<file path="config.mk">
export PLATFORM = sky130hd
export DESIGN_NAME = can_irq_ctrl
export DESIGN_NICKNAME = d
export VERILOG_FILES = /design/src/rtl/can_irq_pkg.sv /design/src/rtl/can_irq_msgbank.sv /design/src/rtl/can_irq_grp.sv /design/src/rtl/can_irq_prienc.sv /design/src/rtl/can_irq_ctrl.sv
export SDC_FILE = /design/constraint.sdc
export NUM_CORES = 1
export LEC_CHECK = 0
export ABC_CLOCK_PERIOD_IN_PS = 1400
export BUFFER_PORTS_ARGS = -buffer_cell sky130_fd_sc_hd__buf_4
export CAP_MARGIN = 25
export CELL_PAD_IN_SITES_DETAIL_PLACEMENT = 0
export CELL_PAD_IN_SITES_GLOBAL_PLACEMENT = 1
export CORE_MARGIN = 10
export CORE_UTILIZATION = 34
export CTS_CLUSTER_SIZE = 25
export DETAILED_ROUTE_END_ITERATION = 12
export HOLD_SLACK_MARGIN = 0.15
export PLACE_DENSITY = 0.75
export SYNTH_ARGS = -nofsm -noshare
export SYNTH_HDL_FRONTEND = slang
export SYNTH_SLANG_ARGS = --single-unit
</file>
<file path="constraint.sdc">
create_clock -name clk -period 1.4 [get_ports clk]
set_input_delay 0.28 -clock clk [delete_from_list [all_inputs] [get_ports clk]]
set_output_delay 0.28 -clock clk [all_outputs]
set_load 0.03 [all_outputs]
</file>
<file path="src/rtl/can_irq_pkg.sv">
package can_irq_pkg;
  // widths of the two status-change groups
  localparam int unsigned GA_W = 4;
  localparam int unsigned GB_W = 2;

  function automatic int unsigned id_width(input int unsigned n);
    return $clog2(n + 1);
  endfunction
endpackage

</file>
<file path="src/rtl/can_irq_msgbank.sv">
module can_irq_msgbank #(
  parameter int N  = 15,
  parameter int IW = 4
) (
  input  logic          clk,
  input  logic          rst,
  input  logic          cfg_we,
  input  logic [IW-1:0] cfg_idx,
  input  logic          cfg_rx_en,
  input  logic          cfg_tx_en,
  input  logic [N-1:0]  rx_ok,
  input  logic [N-1:0]  tx_ok,
  input  logic [N-1:0]  clr_req,
  output logic [N-1:0]  req
);
  for (genvar g = 0; g < N; g++) begin : g_ctr
    logic rxe_q, txe_q, req_q;
    logic hit;

    // a completion counts only in an enabled direction
    assign hit = (rx_ok[g] && rxe_q) || (tx_ok[g] && txe_q);

    always_ff @(posedge clk) begin
      if (rst) begin
        rxe_q <= 1'b0;
        txe_q <= 1'b0;
        req_q <= 1'b0;
      end else begin
        if (cfg_we && cfg_idx == IW'(g + 1)) begin
          rxe_q <= cfg_rx_en;
          txe_q <= cfg_tx_en;
        end
        if (hit)
          req_q <= 1'b1;        // set beats clear
        else if (clr_req[g])
          req_q <= 1'b0;
      end
    end

    assign req[g] = req_q;
  end
endmodule

</file>
<file path="src/rtl/can_irq_grp.sv">
module can_irq_grp #(
  parameter int W = 4
) (
  input  logic         clk,
  input  logic         rst,
  input  logic [W-1:0] evt,
  input  logic         en,
  input  logic         rd,
  output logic         pend
);
  logic set_now;
  assign set_now = en && (|evt);

  always_ff @(posedge clk) begin
    if (rst)
      pend <= 1'b0;
    else if (set_now)
      pend <= 1'b1;             // a change during a read stays pending
    else if (rd)
      pend <= 1'b0;
  end
endmodule

</file>
<file path="src/rtl/can_irq_prienc.sv">
module can_irq_prienc #(
  parameter int N  = 15,
  parameter int IW = 4
) (
  input  logic [N-1:0]  vec,
  output logic [IW-1:0] idx
);
  always_comb begin
    idx = '0;
    for (int i = N - 1; i >= 0; i--) begin
      if (vec[i]) idx = IW'(i + 1);
    end
  end
endmodule

</file>
<file path="src/rtl/can_irq_ctrl.sv">
module can_irq_ctrl
  import can_irq_pkg::*;
#(
  parameter  int NUM_CTR = 15,
  localparam int ID_W    = $clog2(NUM_CTR + 1)
) (
  input  logic               clk,
  input  logic               rst,
  input  logic               cfg_we,
  input  logic [ID_W-1:0]    cfg_idx,
  input  logic               cfg_rx_en,
  input  logic               cfg_tx_en,
  input  logic [NUM_CTR-1:0] rx_ok,
  input  logic [NUM_CTR-1:0] tx_ok,
  input  logic [NUM_CTR-1:0] clr_req,
  input  logic               sts_rxs_chg,
  input  logic               sts_txs_chg,
  input  logic               sts_wake_chg,
  input  logic               sts_ecode_chg,
  input  logic               sts_busoff_chg,
  input  logic               sts_ewarn_chg,
  input  logic               stat_rd,
  input  logic               stat_ie,
  input  logic               err_ie,
  input  logic               src_en,
  input  logic               mask_en,
  input  logic               glb_en,
  output logic               irq,
  output logic [ID_W-1:0]    irq_id,
  output logic [NUM_CTR-1:0] ctr_req,
  output logic               grp_a_pend,
  output logic               grp_b_pend
);
  logic [GA_W-1:0] ga_evt;
  logic [GB_W-1:0] gb_evt;
  logic [ID_W-1:0] id_d;
  logic            irq_d;

  assign ga_evt = {sts_ecode_chg, sts_wake_chg, sts_txs_chg, sts_rxs_chg};
  assign gb_evt = {sts_ewarn_chg, sts_busoff_chg};

  can_irq_msgbank #(.N(NUM_CTR), .IW(ID_W)) bank_i (
    .clk(clk), .rst(rst),
    .cfg_we(cfg_we), .cfg_idx(cfg_idx),
    .cfg_rx_en(cfg_rx_en), .cfg_tx_en(cfg_tx_en),
    .rx_ok(rx_ok), .tx_ok(tx_ok), .clr_req(clr_req),
    .req(ctr_req)
  );

  can_irq_grp #(.W(GA_W)) grp_a_i (
    .clk(clk), .rst(rst), .evt(ga_evt), .en(stat_ie), .rd(stat_rd),
    .pend(grp_a_pend)
  );

  can_irq_grp #(.W(GB_W)) grp_b_i (
    .clk(clk), .rst(rst), .evt(gb_evt), .en(err_ie), .rd(stat_rd),
    .pend(grp_b_pend)
  );

  can_irq_prienc #(.N(NUM_CTR), .IW(ID_W)) enc_i (
    .vec(ctr_req), .idx(id_d)
  );

  assign irq_d = ((|ctr_req) || grp_a_pend || grp_b_pend)
                 && src_en && mask_en && glb_en;

  always_ff @(posedge clk) begin
    if (rst) begin
      irq    <= 1'b0;
      irq_id <= '0;
    end else begin
      irq    <= irq_d;
      irq_id <= id_d;
    end
  end
endmodule

</file>
# Yosys cells after proc, flatten, opt, wreduce, memory -nomap -nowiden

Cells that the tools add are included.

Register bits after elaboration: 52
Input bits: 66
Output and inout port bits: 22
Word-level logic and storage cells: 205

Equal/unequal tests: 15
Multiplexer cells: 48
Reductions and logical operators: 90

Operators with widths:

| kind                                          | number |
|---|---|
| logical AND 1 bit                             | 50 |
| 2-to-1 mux 1 bit                              | 34 |
| nonzero test 2 bit                            | 17 |
| == test 4 bit, second input constant          | 8 |
| 2-to-1 mux 4 bit                              | 8 |
| logical OR 1 bit                              | 17 |
| == test 4 x 3 -> 1 bit, second input constant | 4 |
| OR reduction 15 bit                           | 1 |
| 2-to-1 mux 3 bit                              | 4 |
| == test 4 x 2 -> 1 bit, second input constant | 2 |
| OR reduction 4 bit                            | 2 |
| OR reduction 8 bit                            | 1 |
| == test 4 x 1 -> 1 bit, second input constant | 1 |
| 2-to-1 mux 2 bit                              | 2 |
| OR reduction 2 bit                            | 2 |

# Longest topological paths before layout

Depth in word-level cells: 15
Mapped depth: 5
Depth with buffers taken out: 4

# Cells and area by module

Synthesis repeated with hierarchy kept, for this count alone.

Cell total of the unflattened synthesis: 250
Area, all modules: 2,373.5 sq um

Modules (own cells, without submodules):

| module                 | times used | cells an instance | area an instance (sq um) | seq. area each (sq um) |
|---|---|---|---|---|
| can_irq_msgbank        | 1          | 196               | 1,949.4                  | 900.9 |
| can_irq_ctrl           | 1          | 17                | 180.2                    | 100.1 |
| can_irq_prienc         | 1          | 29                | 152.6                    | 0.0 |
| can_irq_grp at grp_a_i | 1          | 4                 | 47.5                     | 20.0 |
| can_irq_grp at grp_b_i | 1          | 4                 | 43.8                     | 20.0 |

# Worst setup path after synthesis

No wires, ideal clock.

Path kind: input-to-reg
Start point: in cfg_idx[3]
End point: reg bank_i.g_ctr[3].rxe_q
Library setup time: 0.128 ns
Arrival time: 1.083 ns
Required time: 1.272 ns
Path slack: 0.189 ns
Stages: 4
Path buffers: 0
Path through: nand3b_2 or3_4 mux2i_1 nor2_1

Word-level cells in the longest chain between the ends: 2

RTL lines:

| item                   | RTL line              | source |
|---|---|---|
| start: declaration     | can_irq_ctrl.sv:10    | `input logic [ID_W-1:0] cfg_idx,` |
| == test 4 x 3 -> 1 bit | can_irq_msgbank.sv:29 | `if (cfg_we && cfg_idx == IW'(g + 1)) begin` |
| logical AND 1 bit      | can_irq_msgbank.sv:29 |  |
| end signal: assignment | can_irq_msgbank.sv:30 | `rxe_q <= cfg_rx_en;` |
| end: declaration       | can_irq_msgbank.sv:17 | `logic rxe_q, txe_q, req_q;` |

No other way between the ends.
A chain may end at the register's enable or synchronous reset.

# Worst setup path after layout

Start point: reg bank_i.g_ctr[4].req_q
End point: out ctr_req[4]

RTL lines:

| item                     | RTL line              | source |
|---|---|---|
| start: declaration       | can_irq_msgbank.sv:17 |  |
| start signal: assignment | can_irq_msgbank.sv:27 | `req_q <= 1'b0;` |
| start signal: assignment | can_irq_msgbank.sv:34 | `req_q <= 1'b1;` |
| start signal: assignment | can_irq_msgbank.sv:36 | `req_q <= 1'b0;` |
| end: declaration         | can_irq_ctrl.sv:30    | `output logic [NUM_CTR-1:0] ctr_req,` |

No word-level cell between the ends.

==> run_summary.xml <==
<?xml version="1.0" encoding="UTF-8"?>
<metrics>
  <group name="status">
    <metric name="run_status" unit="">finished, final reports clean</metric>
  </group>
  <group name="clock_tree">
    <metric name="post_cts_hold_buffer_count" unit="">0</metric>
    <metric name="cts_tree" unit="">built</metric>
    <metric name="cts_max_path_buffers" unit="">2</metric>
    <metric name="clock_tree.root_cell" unit="">sky130_fd_sc_hd__clkbuf_8</metric>
    <metric name="tritoncts_num_sinks" unit="">52</metric>
    <metric name="htree_num_levels" unit="">2</metric>
    <metric name="clkSlewWorstSetupHoldPaths" unit="ps">90</metric>
    <metric name="worstSkewPairLatency" unit="ps">300</metric>
    <metric name="tritoncts.num_buffers" unit="">5</metric>
  </group>
  <group name="worst_setup_path">
    <metric name="timing_worst_setup_path_type" unit="">reg2out</metric>
    <metric name="r2r_start" unit="">bank_i.g_ctr[6].req_q</metric>
    <metric name="worst_ep_required_time" unit="ps">1120</metric>
    <metric name="rr_worst_depth" unit="">4</metric>
    <metric name="worstPathCellList" unit="">buf_4</metric>
    <metric name="worstPathArrival" unit="ps">1000</metric>
    <metric name="worst_path_largest_cell_delay" unit="ps">480</metric>
    <metric name="critical_path.top_delay_family" unit="">flip-flops</metric>
    <metric name="startpoint_type" unit="">flop</metric>
    <metric name="setup.worst_path.end" unit="">ctr_req[4]</metric>
    <metric name="ff2ff_setup_slack" unit="ps">230</metric>
    <metric name="crit_buf_inv" unit="">1</metric>
    <metric name="startpoint" unit="">bank_i.g_ctr[4].req_q</metric>
    <metric name="critical_path.reg2reg.endpoint" unit="">irq</metric>
    <metric name="critical_path_peak_fanout" unit="">6</metric>
    <metric name="setup.worst_path.end_class" unit="">output port</metric>
    <metric name="path_depth" unit="">1</metric>
    <metric name="critPathSlowestCell" unit="">sky130_fd_sc_hd__dfxtp_1</metric>
  </group>
  <group name="die">
    <metric name="dieArea" unit="um2">10200</metric>
    <metric name="initial_utilization" unit="%">35.2</metric>
    <metric name="floorplan.io_pins" unit="">88</metric>
    <metric name="core" unit="um2">6350</metric>
    <metric name="rows" unit="">29</metric>
    <metric name="die_h" unit="um">101</metric>
    <metric name="dieWidth" unit="um">101</metric>
  </group>
  <group name="timing">
    <metric name="finalSetupViolations" unit="">0</metric>
    <metric name="setup-tns-final" unit="ps">0</metric>
    <metric name="finalCritPeriodShare" unit="%">91.6</metric>
    <metric name="maxSlewViolCount" unit="">0</metric>
    <metric name="timing.final.crit_period" unit="ps">1280</metric>
    <metric name="hold_viol_final" unit="">0</metric>
    <metric name="maxClockFrequency" unit="GHz">0.780</metric>
    <metric name="grt_setup_unrepaired" unit="">false</metric>
    <metric name="setup_ws" unit="ps">118</metric>
    <metric name="clock_skew" unit="ps">6.97</metric>
    <metric name="maxSlewHeadroom" unit="%">74.7</metric>
    <metric name="worst-slew-pin-transition" unit="ps">379</metric>
    <metric name="holdWs" unit="ps">207</metric>
  </group>
  <group name="global_route">
    <metric name="globalRouteTotalUtil" unit="%">12.8</metric>
    <metric name="antenna_found_initial" unit="">0</metric>
    <metric name="grt_first_pass_wirelength" unit="um">10700</metric>
    <metric name="number_of_global_route_vias_before_repair" unit="">2156</metric>
    <metric name="grt_max_degree" unit="">36</metric>
    <metric name="grt_remaining_overflow" unit="">0</metric>
  </group>
  <group name="route">
    <metric name="dr_total_vias" unit="">2107</metric>
    <metric name="drt-vias-per-instance" unit="">4.98</metric>
    <metric name="detail-route-antenna-nets" unit="">0</metric>
    <metric name="post_drt_wl_per_cell" unit="um">15.5</metric>
    <metric name="drt_iter0_markers" unit="">119</metric>
    <metric name="route.final.wire_length" unit="um">6540</metric>
    <metric name="drt_pass1_iterations" unit="">4</metric>
    <metric name="post-route-drc-count" unit="">0</metric>
  </group>
  <group name="run">
    <metric name="max_cap_violations" unit="">0</metric>
  </group>
  <group name="finish">
    <metric name="final_nets" unit="">412</metric>
    <metric name="flow.area_growth_from_synthesis" unit="%">33.5</metric>
    <metric name="final_core_util" unit="%">47.0</metric>
    <metric name="post_route_cells_drive_above_1_share" unit="%">31.5</metric>
    <metric name="num_antenna_cells" unit="">0</metric>
  </group>
  <group name="worst_hold_path">
    <metric name="min_from" unit="">tx_ok[1]</metric>
    <metric name="class_of_the_tightest_hold_or_removal_check" unit="">in2reg</metric>
  </group>
  <group name="placed_design">
    <metric name="detailedPlace.worstSlack" unit="ps">82.8</metric>
    <metric name="io_buffer_count" unit="">87</metric>
    <metric name="gp_routability_congestion" unit="">0.822</metric>
    <metric name="dp.final_hpwl" unit="um">5130</metric>
  </group>
  <group name="power">
    <metric name="power" unit="mW">2.67</metric>
    <metric name="static_leakage" unit="nW">1.35</metric>
    <metric name="peakVddDrop" unit="V">0.000351</metric>
    <metric name="p_per_area" unit="nW/um2">896</metric>
  </group>
  <group name="synth">
    <metric name="yosysSeqAreaShare" unit="%">46.6</metric>
    <metric name="synth_area" unit="um2">2230</metric>
    <metric name="ys_warn_count" unit="">0</metric>
    <metric name="synth.avg_cell_area" unit="um2">8.33</metric>
    <metric name="yosys_register_bits" unit="">52</metric>
    <metric name="synth_cell_types" unit="">28</metric>
    <metric name="syn-num-nets" unit="">334</metric>
    <metric name="synth_cells" unit="">268</metric>
  </group>
</metrics>
worst min-delay path by stage:
stage                     slack [ps]                endpoint  cells after the start
after global routing             230  bank_i.g_ctr[12].req_q                      3
after CTS                        200   bank_i.g_ctr[1].req_q                      3
after detailed placement         470   bank_i.g_ctr[5].txe_q                      2
final                            210   bank_i.g_ctr[1].req_q                      3
after global placement           470   bank_i.g_ctr[6].txe_q                      2
after floorplan                  420  bank_i.g_ctr[13].req_q                      2
cell usage in the layout (no fill, tap or decap), types with 2 or more instances in the layout:
cell and n:
sky130_fd_sc_hd__and3_1 2, sky130_fd_sc_hd__o21ai_0 26, sky130_fd_sc_hd__mux2i_1 12, sky130_fd_sc_hd__a21oi_1 27, sky130_fd_sc_hd__nand3b_2 2, sky130_fd_sc_hd__nor2_1 44, sky130_fd_sc_hd__nand2_1 27, sky130_fd_sc_hd__clkbuf_8 5
sky130_fd_sc_hd__a222oi_1 12, sky130_fd_sc_hd__nor3_1 4, sky130_fd_sc_hd__dfxtp_1 52, sky130_fd_sc_hd__buf_4 96, sky130_fd_sc_hd__inv_1 15, sky130_fd_sc_hd__or3_4 2, sky130_fd_sc_hd__nand2b_1 5
cells in the mapped netlist:
| cell | number | area, um2 |
|---|---|---|
| sky130_fd_sc_hd__a21oi_1 | 27 | 135 |
| sky130_fd_sc_hd__a222oi_1 | 12 | 120 |
| sky130_fd_sc_hd__a31oi_1 | 1 | 6.26 |
| sky130_fd_sc_hd__and3_1 | 2 | 12.5 |
| sky130_fd_sc_hd__buf_2 | 2 | 10.0 |
| sky130_fd_sc_hd__buf_4 | 15 | 113 |
| sky130_fd_sc_hd__clkbuf_1 | 8 | 30.0 |
| sky130_fd_sc_hd__dfxtp_1 | 52 | 1040 |
| sky130_fd_sc_hd__inv_1 | 15 | 56.3 |
| sky130_fd_sc_hd__mux2i_1 | 12 | 120 |
| sky130_fd_sc_hd__nand2_1 | 27 | 101 |
| sky130_fd_sc_hd__nand2b_1 | 5 | 31.3 |
| sky130_fd_sc_hd__nand3_2 | 1 | 10.0 |
| sky130_fd_sc_hd__nand3b_1 | 1 | 7.51 |
| sky130_fd_sc_hd__nand3b_2 | 2 | 22.5 |
| sky130_fd_sc_hd__nand4b_1 | 1 | 8.76 |
| sky130_fd_sc_hd__nor2_1 | 44 | 165 |
| sky130_fd_sc_hd__nor2b_1 | 1 | 6.26 |
| sky130_fd_sc_hd__nor3_1 | 4 | 20.0 |
| sky130_fd_sc_hd__nor3b_2 | 1 | 12.5 |
| sky130_fd_sc_hd__nor4_1 | 2 | 12.5 |
| sky130_fd_sc_hd__o21ai_0 | 26 | 130 |
| sky130_fd_sc_hd__o22ai_1 | 1 | 6.26 |
| sky130_fd_sc_hd__o311a_1 | 1 | 10.0 |
| sky130_fd_sc_hd__o31ai_1 | 1 | 7.51 |
| sky130_fd_sc_hd__o41ai_1 | 1 | 8.76 |
| sky130_fd_sc_hd__or3_1 | 1 | 6.26 |
| sky130_fd_sc_hd__or3_4 | 2 | 22.5 |
final cells by class:
| class | instances | area [um2] |
|---|---|---|
| tap | 77 | 96.3 |
| timing repair buffer | 96 | 721 |
| fill | 642 | 3370 |
| inverter | 15 | 56.3 |
| multi-input combinational | 176 | 990 |
| clock buffer | 6 | 72.6 |
| sequential | 52 | 1040 |
| clock inverter | 1 | 5.00 |
registers in the layout (all words and copies together), names as in the netlist:
register	cells
grp_b_i.pend	1
bank_i.g_ctr.req_q	15
bank_i.g_ctr.txe_q	15
irq_id	4
grp_a_i.pend	1
bank_i.g_ctr.rxe_q	15
irq	1
timing repair:
item,CTS,global route
setup buffers,0,0
resized for setup,0,1
setup endpoints to repair,0,1
layer usage:
layer | part of all wire [%] | up-vias | wire, um | global-route usage, %
met4 | 0.41 | 0 | 27 | 3.32
met1 | 44 | 973 | 2910 | 15.8
met3 | 7.6 | 4 | 496 | 3.98
met2 | 47 | 60 | 3100 | 20.8
li1 | - | 1070 | - | -
met5 | 0 | - | 0 | 0
report_power, final:
part	internal [mW]	switching, mW	total (mW)
combinational	0.188	0.169	0.357
sequential	1.50	0.0164	1.52
clock	0.341	0.453	0.794
cell families (layout without fill, tap and decap cells):
kind of cell	Yosys count	count (layout)	share of synthesized area [%]
simple gates	94	94	19.7
compound gates	70	70	19.0
mux	12	12	5.38
buf+inv	40	118	9.36
flops	52	52	46.6
stage by stage:
stage	cells	instance area, um2
finish	423	2980
global route	423	2980
floorplan	268	2230
CTS	423	2980
global placement	416	2900
detailed placement	416	2900
Note: power is estimated with default switching activity, not from simulation.
